[config.mk]
export PLATFORM = sky130hd
export DESIGN_NAME = zpix_compositor
export DESIGN_NICKNAME = d
export VERILOG_FILES = /design/src/rtl/zcomp_pkg.sv /design/src/rtl/zc_framer.sv /design/src/rtl/zc_serial_cmp.sv /design/src/rtl/zc_capture.sv /design/src/rtl/zpix_compositor.sv
export SDC_FILE = /design/constraint.sdc
export NUM_CORES = 1
export LEC_CHECK = 0
export BUFFER_PORTS_ARGS = -buffer_cell sky130_fd_sc_hd__buf_2
export CORE_MARGIN = 5
export CORE_UTILIZATION = 23
export DETAILED_ROUTE_END_ITERATION = 6
export GPL_TIMING_DRIVEN = 0
export PLACE_DENSITY_LB_ADDON = 0.12
export SLEW_MARGIN = 15
export SYNTH_ARGS = -nofsm -noshare
export SYNTH_HDL_FRONTEND = slang
export SYNTH_SLANG_ARGS = --single-unit
[constraint.sdc]
create_clock -name clk -period 3.2 [get_ports clk]
set_clock_uncertainty 0.1 [all_clocks]
set_input_delay 0.32 -clock clk [delete_from_list [all_inputs] [get_ports clk]]
set_output_delay 0.32 -clock clk [all_outputs]
set_load 0.1 [all_outputs]
[src/rtl/zcomp_pkg.sv]
package zcomp_pkg;

  typedef enum logic [1:0] {
    M_COMP   = 2'b00,
    M_LOAD   = 2'b01,
    M_UNLOAD = 2'b10,
    M_BYPASS = 2'b11
  } zmode_e;

  typedef struct packed {
    logic bit_o;
    logic dec;
    logic loc;
  } step_t;

  // True when lane `lane` of beat `beat` carries a depth bit.
  function automatic logic zbit_en(input int unsigned beat, input int unsigned lane,
                                   input int unsigned lanes, input int unsigned zw);
    return (beat * lanes + lane) < zw;
  endfunction

  // One MSB-first compare step: settle the winner on the first differing
  // depth bit (side with 0 wins), then steer the bit from the latched side.
  function automatic step_t cmp_step(input logic dec, input logic loc, input logic zbit,
                                     input logic a_up, input logic a_loc);
    step_t r;
    r.dec = dec;
    r.loc = loc;
    if (!dec && zbit && (a_up != a_loc)) begin
      r.dec = 1'b1;
      r.loc = a_up;
    end
    r.bit_o = (r.dec && r.loc) ? a_loc : a_up;
    return r;
  endfunction

endpackage

[src/rtl/zc_framer.sv]
module zc_framer #(
  parameter int unsigned BEATS = 14,
  localparam int unsigned CW = $clog2(BEATS) + 1
) (
  input  logic                  clk,
  input  logic                  rst_n,
  input  logic                  sop,
  input  zcomp_pkg::zmode_e     mode_req,
  output logic [CW-1:0]         beat,
  output logic                  active,
  output logic                  last,
  output zcomp_pkg::zmode_e     mode_act
);
  logic [CW-1:0]     cnt_q;
  logic              act_q;
  zcomp_pkg::zmode_e mode_q;

  assign beat     = sop ? '0 : cnt_q;
  assign active   = sop | act_q;
  assign last     = active && (beat == CW'(BEATS - 1));
  assign mode_act = sop ? mode_req : mode_q;

  always_ff @(posedge clk or negedge rst_n) begin
    if (!rst_n) begin
      cnt_q  <= '0;
      act_q  <= 1'b0;
      mode_q <= zcomp_pkg::M_COMP;
    end else begin
      if (sop) mode_q <= mode_req;
      if (active) begin
        cnt_q <= beat + 1'b1;
        act_q <= !last;
      end
    end
  end

  // a running record always sits on a beat inside the record
  a_r1_beat_bound: assert property (@(posedge clk) disable iff (!rst_n)
    act_q |-> (cnt_q != '0 && cnt_q < CW'(BEATS)));

endmodule

[src/rtl/zc_serial_cmp.sv]
module zc_serial_cmp #(
  parameter int unsigned LANES = 4,
  parameter int unsigned ZW    = 24,
  parameter int unsigned CW    = 5
) (
  input  logic             clk,
  input  logic             rst_n,
  input  logic             sop,
  input  logic             active,
  input  logic [CW-1:0]    beat,
  input  logic [LANES-1:0] up,
  input  logic [LANES-1:0] loc,
  output logic [LANES-1:0] sel_bits,
  output logic             dec_n
);
  import zcomp_pkg::*;

  logic dec_q, loc_q, loc_n;

  always_comb begin
    logic  d, w;
    step_t st;
    d = sop ? 1'b0 : dec_q;
    w = sop ? 1'b0 : loc_q;
    for (int i = 0; i < LANES; i++) begin
      st          = cmp_step(d, w, zbit_en(32'(beat), i, LANES, ZW), up[i], loc[i]);
      sel_bits[i] = st.bit_o;
      d           = st.dec;
      w           = st.loc;
    end
    dec_n = d;
    loc_n = w;
  end

  always_ff @(posedge clk or negedge rst_n) begin
    if (!rst_n) begin
      dec_q <= 1'b0;
      loc_q <= 1'b0;
    end else if (active) begin
      dec_q <= dec_n;
      loc_q <= loc_n;
    end
  end

  // once settled, the winner stays fixed for the rest of the record
  a_r3_latch_hold: assert property (@(posedge clk) disable iff (!rst_n)
    (active && !sop && dec_q) |=> (dec_q && loc_q == $past(loc_q)));

  // while no depth bit has differed, the upstream bits go out
  a_r4_tie_upstream: assert property (@(posedge clk) disable iff (!rst_n)
    (active && !dec_n) |-> (sel_bits == up));

endmodule

[src/rtl/zc_capture.sv]
module zc_capture #(
  parameter int unsigned LANES = 4,
  parameter int unsigned RW    = 56
) (
  input  logic             clk,
  input  logic             rst_n,
  input  logic             en,
  input  logic             last,
  input  logic [LANES-1:0] up,
  output logic [RW-1:0]    cap_rec,
  output logic             cap_valid
);
  logic [LANES-1:0] beat_msb;

  // lane 0 holds the earliest bit of the beat, so it lands most significant
  for (genvar i = 0; i < LANES; i++) begin : g_order
    assign beat_msb[LANES-1-i] = up[i];
  end

  always_ff @(posedge clk or negedge rst_n) begin
    if (!rst_n) begin
      cap_rec   <= '0;
      cap_valid <= 1'b0;
    end else begin
      if (en) cap_rec <= {cap_rec[RW-LANES-1:0], beat_msb};
      cap_valid <= en && last;
    end
  end

  // completion is a single-cycle pulse
  a_r5_single_pulse: assert property (@(posedge clk) disable iff (!rst_n)
    cap_valid |=> !cap_valid);

endmodule

[src/rtl/zpix_compositor.sv]
module zpix_compositor #(
  parameter int unsigned ZW    = 24,
  parameter int unsigned PW    = 32,
  parameter int unsigned LANES = 4,
  localparam int unsigned RW    = ZW + PW,
  localparam int unsigned BEATS = RW / LANES,
  localparam int unsigned CW    = $clog2(BEATS) + 1
) (
  input  logic             clk,
  input  logic             rst_n,
  input  logic             sop_i,
  input  logic [1:0]       mode_i,
  input  logic [LANES-1:0] up_i,
  input  logic [LANES-1:0] loc_i,
  output logic [LANES-1:0] out_o,
  output logic             out_sop_o,
  output logic [RW-1:0]    cap_rec_o,
  output logic             cap_valid_o
);
  import zcomp_pkg::*;

  logic [CW-1:0]    beat;
  logic             active, last, dec_n;
  zmode_e           mode_act;
  logic [LANES-1:0] sel_bits, out_n;

  zc_framer #(.BEATS(BEATS)) u_framer (
    .clk(clk), .rst_n(rst_n), .sop(sop_i), .mode_req(zmode_e'(mode_i)),
    .beat(beat), .active(active), .last(last), .mode_act(mode_act)
  );

  zc_serial_cmp #(.LANES(LANES), .ZW(ZW), .CW(CW)) u_cmp (
    .clk(clk), .rst_n(rst_n), .sop(sop_i), .active(active), .beat(beat),
    .up(up_i), .loc(loc_i), .sel_bits(sel_bits), .dec_n(dec_n)
  );

  zc_capture #(.LANES(LANES), .RW(RW)) u_cap (
    .clk(clk), .rst_n(rst_n), .en(active && mode_act == M_LOAD), .last(last),
    .up(up_i), .cap_rec(cap_rec_o), .cap_valid(cap_valid_o)
  );

  always_comb begin
    out_n = '0;
    if (active) begin
      unique case (mode_act)
        M_COMP:   out_n = sel_bits;
        M_LOAD:   out_n = '0;
        M_UNLOAD: out_n = loc_i;
        M_BYPASS: out_n = up_i;
        default:  out_n = '0;
      endcase
    end
  end

  always_ff @(posedge clk or negedge rst_n) begin
    if (!rst_n) begin
      out_o     <= '0;
      out_sop_o <= 1'b0;
    end else begin
      out_o     <= out_n;
      out_sop_o <= sop_i;
    end
  end

  // the mode in force never changes inside a record
  a_r8_mode_hold: assert property (@(posedge clk) disable iff (!rst_n)
    (active && !sop_i) |-> (mode_act == $past(mode_act)));

  // bypass repeats the upstream lanes one clock later
  a_r7_bypass_copy: assert property (@(posedge clk) disable iff (!rst_n)
    (active && mode_act == M_BYPASS) |=> (out_o == $past(up_i)));

  // unload repeats the local lanes one clock later
  a_r6_unload_copy: assert property (@(posedge clk) disable iff (!rst_n)
    (active && mode_act == M_UNLOAD) |=> (out_o == $past(loc_i)));

  // no record means a quiet output
  a_r9_idle_quiet: assert property (@(posedge clk) disable iff (!rst_n)
    !active |=> (out_o == '0 && !out_sop_o));

  // loading keeps the chain output quiet
  a_r5_load_quiet: assert property (@(posedge clk) disable iff (!rst_n)
    (active && mode_act == M_LOAD) |=> (out_o == '0));

endmodule

==> results of run 1 <==
## worst paths after layout
path	startpoint	end	slack (ns)
worst max-delay path	sop_i	u_cap.cap_rec[18]$_DFFE_PN0P_	0.47
worst min-delay path	sop_i	out_sop_o$_DFF_PN0_	0.06
max in group asynchronous	rst_n	u_cap.cap_rec[23]$_DFFE_PN0P_	2.13
worst min register to register	u_cap.cap_rec[52]$_DFFE_PN0P_	u_cap.cap_rec[52]$_DFFE_PN0P_	0.40
worst max register to register	u_framer.mode_q[0]$_DFF_PN0_	u_cap.cap_rec[18]$_DFFE_PN0P_	0.76
min in group asynchronous	rst_n	u_framer.mode_q[1]$_DFF_PN0_	0.30
## metrics by stage
stage	cell area (um2)	cells	utilization	setup WS [ns]	hold WS [ns]
detailed placement	3720	488	0.281	0.0137	0.123
global placement	3690	487	0.279	0.0139	0.384
floorplan	3110	238	-	0.930	-0.0756
finish	4030	505	0.305	0.474	0.0552
CTS	4030	505	0.305	0.366	0.0496
global route	4030	505	0.305	0.106	0.0579
## placed cells by master, fill, tap and decap left out, types with 2 or more instances in the layout
cell	n
a2111oi_2	2
a211oi_1	2
a21oi_1	7
and2_1	3
buf_1	2
buf_2	75
buf_4	4
clkbuf_1	2
clkbuf_16	9
clkinv_4	2
dfrtp_1	72
ha_1	2
inv_1	6
mux2_2	56
mux2i_1	3
nand2_1	10
nand2b_1	2
nand3_1	3
nor2_1	14
nor2b_1	4
nor3_1	6
o21ai_0	9
o21bai_1	2
xor2_1	6
## final cells by class
class / instances / area (um2) / area share
clock buffers: 10 / 229 / 0.0568
inverters: 7 / 26.3 / 0.00652
well taps: 176 / 220 / 0.0546
plain buffers: 9 / 48.8 / 0.0121
repair buffers: 75 / 405 / 0.101
flip-flops and latches: 72 / 1800 / 0.447
clock inverters: 6 / 68.8 / 0.0171
multi-input cells: 150 / 1230 / 0.306
## repair_timing
| action | in CTS | in global routing |
|---|---|---|
| resized for setup | 0 | 0 |
| endpoints found under the hold margin | 17 | 0 |
| hold buffers | 1 | 0 |
## per-layer routing
layer  track usage  vias up
li1              -     1032
met1         0.131     1093
met2         0.151       52
met3        0.0381       10
met4        0.0498        0
met5             0        -
## flip-flops by register name, summed over array words and instances, names as in the netlist
register and cells:
u_cap.cap_valid 1, u_framer.cnt_q 5, u_framer.mode_q 2, out_o 4, u_cmp.dec_q 1, u_cmp.loc_q 1
u_framer.act_q 1, u_cap.cap_rec 56, out_sop_o 1
## Yosys cell counts (all sizes together)
library cell,number
dfrtp,72
a21o,1
ha,2
a211oi,2
nand3b,1
nand3,3
xnor2,1
nand4b,1
nand4,1
inv,6
a2111oi,2
nor4,1
o221ai,1
o211ai,1
xor2,6
maj3,1
nor2,14
a32oi,1
nor3,6
mux2,56
a22oi,1
nor2b,4
clkbuf,1
and2,3
o21bai,2
o21ai,10
buf,8
nand2,10
or3b,2
a21oi,7
nand2b,2
clkinv,1
or2,1
a2111o,1
mux2i,3
o2bb2ai,1
a31oi,1
a22o,1
## kinds of logic (layout without fill, tap and decap cells)
group / after synthesis / count (layout) / share of synthesized area
flops: 72 / 72 / 0.579
simple gates: 49 / 49 / 0.0785
mux: 59 / 59 / 0.212
buf+inv: 16 / 107 / 0.0241
compound gates: 32 / 32 / 0.0744
xor+xnor: 7 / 7 / 0.0197
fa+ha+maj: 3 / 3 / 0.0113
==> out/summary.txt, run 1 <==
Avg WL per Cell - 15.3 um
I/O Buffers - 73
Slew Viols, Final - 0
DR WL met2 - 3430 um
total CTS buffers - 9
global route overflow - 0
CP Class - primary input to register
DRC - 0
average size of a mapped cell - 13.1 um2
total global routing track utilization - 0.102
Clock Latency Late Sink - 0.33 ns
Levels on crit path - 8
Buf/Inv on CP - 4
Critical Path Start Type - primary input
Post-Syn Instances - 238
synth top area cells - dfrtp_1 58%, mux2_2 20%, nor2_1 1.7%
Nets - 339
detailed-route via count - 2,187
met1 WL - 3690 um
largest net degree at the start of global routing - 56
Worst-path clk slew - 0.06 ns
DR top layer - met4
Initial Util - 0.235
largest fanout on the critical path - 10
slowest cell on the critical path - mux2i_1
hpwl dp - 5600 um
CTS Root Cell - clkbuf_16
vias in the first global route - 2,301
Area Growth Syn to Fin - 29.7%
CP cell instances - buf_2 > buf_1 > mux2i_1 > nand2_1 > nor2_1 > buf_2 > buf_2 > mux2_2
Post-Syn Nets - 253
Worst Hold Path Cells - 1
Hold WC Path Type - primary input to register
synth warn - 0
CP delay by family, top - buffers and inverters
die width - 126 um
share of cells above drive strength 1 - 0.477
area of the mapped netlist - 0.00311 mm2
Netlist cell types - 42
final setup fails - 0
Post CTS Setup Buffer Count - 0
first-pass GRT wire length - 12,600 um
total iterations of the first detailed-routing run - 4
Clock Sinks - 72
# rows - 42
I/O pins - 75
CTS tree - yes
Slew @ Worst Pin - 0.624 ns
Post-Route WL - 7700 um
sequential fraction of the synthesis area - 0.579
CP arrival - 2.85 ns
Crit. End Element - register
initial antenna violation count - 0
worst r2r path cells - 7
clk buf depth - 2
status - complete, no violations
DR iter-0 viols - 85
Final period util - 0.852
setup_tns - 0 ns
core area - 0.0132 mm2
H-tree level count - 3
Placer Congestion - 0.790
Crit path top cell by count - buf_2
minimum clock period - 2.73 ns
Die Y - 126 um
RSZ-0062 raised after global routing - false
final hold viol count - 0
Max Freq - 367 MHz
Synth top area share - 0.579
Slew headroom - 0.582
post-route ant nets - 0
die area - 0.0159 mm2
synthesized flop and latch total - 72
largest stage delay on the critical path - 0.55 ns
filler cell count in the final layout - 1,398
Yosys top cell by area - dfrtp_1
# diodes - 0
maximum capacitance violations - 0
met3 wire length - 424 um
vias per inst - 4.33
Req. time, crit path - 3.32 ns
Power of run 1 is not shown: default switching activity piles up to over one toggle a cycle in this logic, so the estimate is an artifact.
==> run 2: changes to the inputs <==
Settings changed: ABC_AREA set to 1.
Clock period 3.2 ns to 2.45 ns, I/O delays scaled along.
==> out/summary.txt, run 2 <==
status - complete, no violations
# diodes - 0
most frequent cells in the layout - 80 x buf_2, 72 x dfrtp_1, 53 x nand2_1
Slew Viols, Final - 0
largest fanout on the critical path - 10
EDFF count, synth - 0
area of the mapped netlist - 0.00316 mm2
detailed-route via count - 2,551
Yosys top cell by area - dfrtp_1
Hold WC Path Type - primary input to register
hold path startpoint - loc_i[1]
Nets - 445
Slew @ Worst Pin - 0.504 ns
total global routing track utilization - 0.118
final setup fails - 0
CTS Root Cell - clkbuf_16
Post-Route WL - 8910 um
I/O pins - 75
most common cell after layout, fill and taps aside - buf_2
RSZ-0062 raised after global routing - false
Placer Congestion - 0.777
final hold viol count - 0
core area - 0.0133 mm2
CP Class - primary input to register
DR iter-0 viols - 114
Die Y - 127 um
capturing point of the worst reg2reg path - out_o[3]$_DFF_PN0_
Max Freq - 466 MHz
Netlist cell types - 35
initial antenna violation count - 0
worst r2r src - u_framer.cnt_q[3]$_DFFE_PN0N_
die area - 0.0162 mm2
# rows - 42
global route overflow - 0
filler cell count in the final layout - 1,463
worst r2r path cells - 10
largest net degree at the start of global routing - 48
post-route insts no fill - 611
sequential fraction of the synthesis area - 0.571
r2r setup slk - 0.63 ns
Crit. End Element - register
biggest regs - u_cap.cap_rec x56, u_framer.cnt_q x5, out_o x4
DRC - 0
H-tree level count - 3
minimum clock period - 2.14 ns
hpwl dp - 6450 um
Post-Syn Nets - 357
Critical Path Start Type - primary input
CP arrival - 2.30 ns
die width - 127 um
setup_tns - 0 ns
first-pass GRT wire length - 14,500 um
Seq. cell area - 0.00180 mm2
vias per inst - 4.18
Clock Sinks - 72
share of cells above drive strength 1 - 0.287
Clock Latency Late Sink - 0.34 ns
I/O Buffers - 74
Largest register FFs - 56
total iterations of the first detailed-routing run - 4
Synth top area share - 0.571
vias in the first global route - 2,622
Area Growth Syn to Fin - 29.5%
Top reg by flops - u_cap.cap_rec
synth warn - 0
total CTS buffers - 9
Slew headroom - 0.664
Synth top cells by count - 72 x dfrtp_1, 53 x nand2_1, 47 x inv_1
ys async rst share - 1.00
Req. time, crit path - 2.61 ns
dpl cells - 593
Multi-input gate area - 0.00106 mm2
Final period util - 0.875
Worst Hold Path Cells - 3
CTS tree - yes
maximum capacitance violations - 0
clk buf depth - 2
Worst-path clk slew - 0.06 ns
Avg WL per Cell - 14.6 um
post-route ant nets - 0
Synth Flop Type - dfrtp_1
average size of a mapped cell - 9.23 um2
Initial Util - 0.237
final core occ - 0.306
synth top area cells - dfrtp_1 57%, nand2_1 6.3%, inv_1 5.6%
synthesized flop and latch total - 72
Post-Syn Instances - 342
WHS Endpoint - out_o[1]$_DFF_PN0_
top-count cell post-synth - dfrtp_1
[run 2: changes by cell type in the layout (fill, tap and decap cells not counted), sizes merged, moves of 4 or more]
cell	previous run	this run
a21oi	7	29
buf	82	87
inv	7	52
mux2	56	2
nand2	10	59
nand3	3	15
nor2	14	46
nor2b	4	0
nor3	6	2
o21ai	10	34
[run 2: worst max path at each step]
stage / slack (ns) / end / cells past startpoint / from
after floorplan: 0.89 / u_cap.cap_rec[13]$_DFFE_PN0P_ / 9 / sop_i
after global placement: 0.42 / u_cap.cap_rec[28]$_DFFE_PN0P_ / 7 / sop_i
after detailed placement: 0.42 / u_cap.cap_rec[23]$_DFFE_PN0P_ / 7 / sop_i
after CTS: 0.25 / u_cap.cap_rec[23]$_DFFE_PN0P_ / 8 / sop_i
after global routing: 0.12 / u_cap.cap_rec[50]$_DFFE_PN0P_ / 10 / sop_i
final: 0.31 / u_cap.cap_rec[50]$_DFFE_PN0P_ / 10 / sop_i
[run 2: worst max-delay path: stages]
cell and delay (ns):
dlygate4sd3_1 0.53, buf_2 0.13, buf_6 0.15, nor2_4 0.25
inv_1 0.21, nand3_2 0.15, buf_4 0.18, buf_2 0.25
nor2_1 0.07, a21oi_1 0.12
[run 2: stage by stage]
step / area [um2] / setup slack (ns) / hold slack (ns)
global placement: 3750 / 0.416 / 0.293
finish: 4090 / 0.305 / 0.118
global route: 4090 / 0.121 / 0.118
floorplan: 3160 / 0.887 / -0.151
CTS: 4090 / 0.253 / 0.102
detailed placement: 3780 / 0.420 / 0.0964
[run 2: cell type report]
cell class,instances,area share
plain buffers,13,0.0223
clock buffers,11,0.0569
clock inverters,5,0.0141
inverters,52,0.0490
multi-input cells,205,0.260
flip-flops and latches,72,0.441
well taps,176,0.0539
repair buffers,77,0.103
[run 2: timing repair]
| action | in CTS | in global routing |
|---|---|---|
| buffers inserted | 0 | 0 |
| gates resized for setup | 0 | 0 |
| hold endpoints to repair | 26 | 0 |
| hold buffers | 2 | 0 |
[run 2: cell families (layout without fill, tap and decap cells)]
kind of cell               Yosys count  count (layout)  share of synthesized area
muxes                                2               2                    0.00951
adders and majority gates            2               2                    0.00793
xor gates and xnor gates             5               5                     0.0139
DFF                                 72              72                      0.571
buffers and inverters               65             158                     0.0923
and+or+nand+nor                    128             128                      0.187
AOI/OAI and AO/OA                   68              68                      0.119
[run 2: routing by layer]
layer,part of all wire,global-route usage,wire [um],up-vias
li1,-,-,-,1265
met1,0.46,0.149,4090,1211
met2,0.46,0.186,4120,66
met3,0.065,0.0463,582,9
met4,0.013,0.0360,116,0
met5,0,0,0,-
Power of run 2 is left out for the same reason.
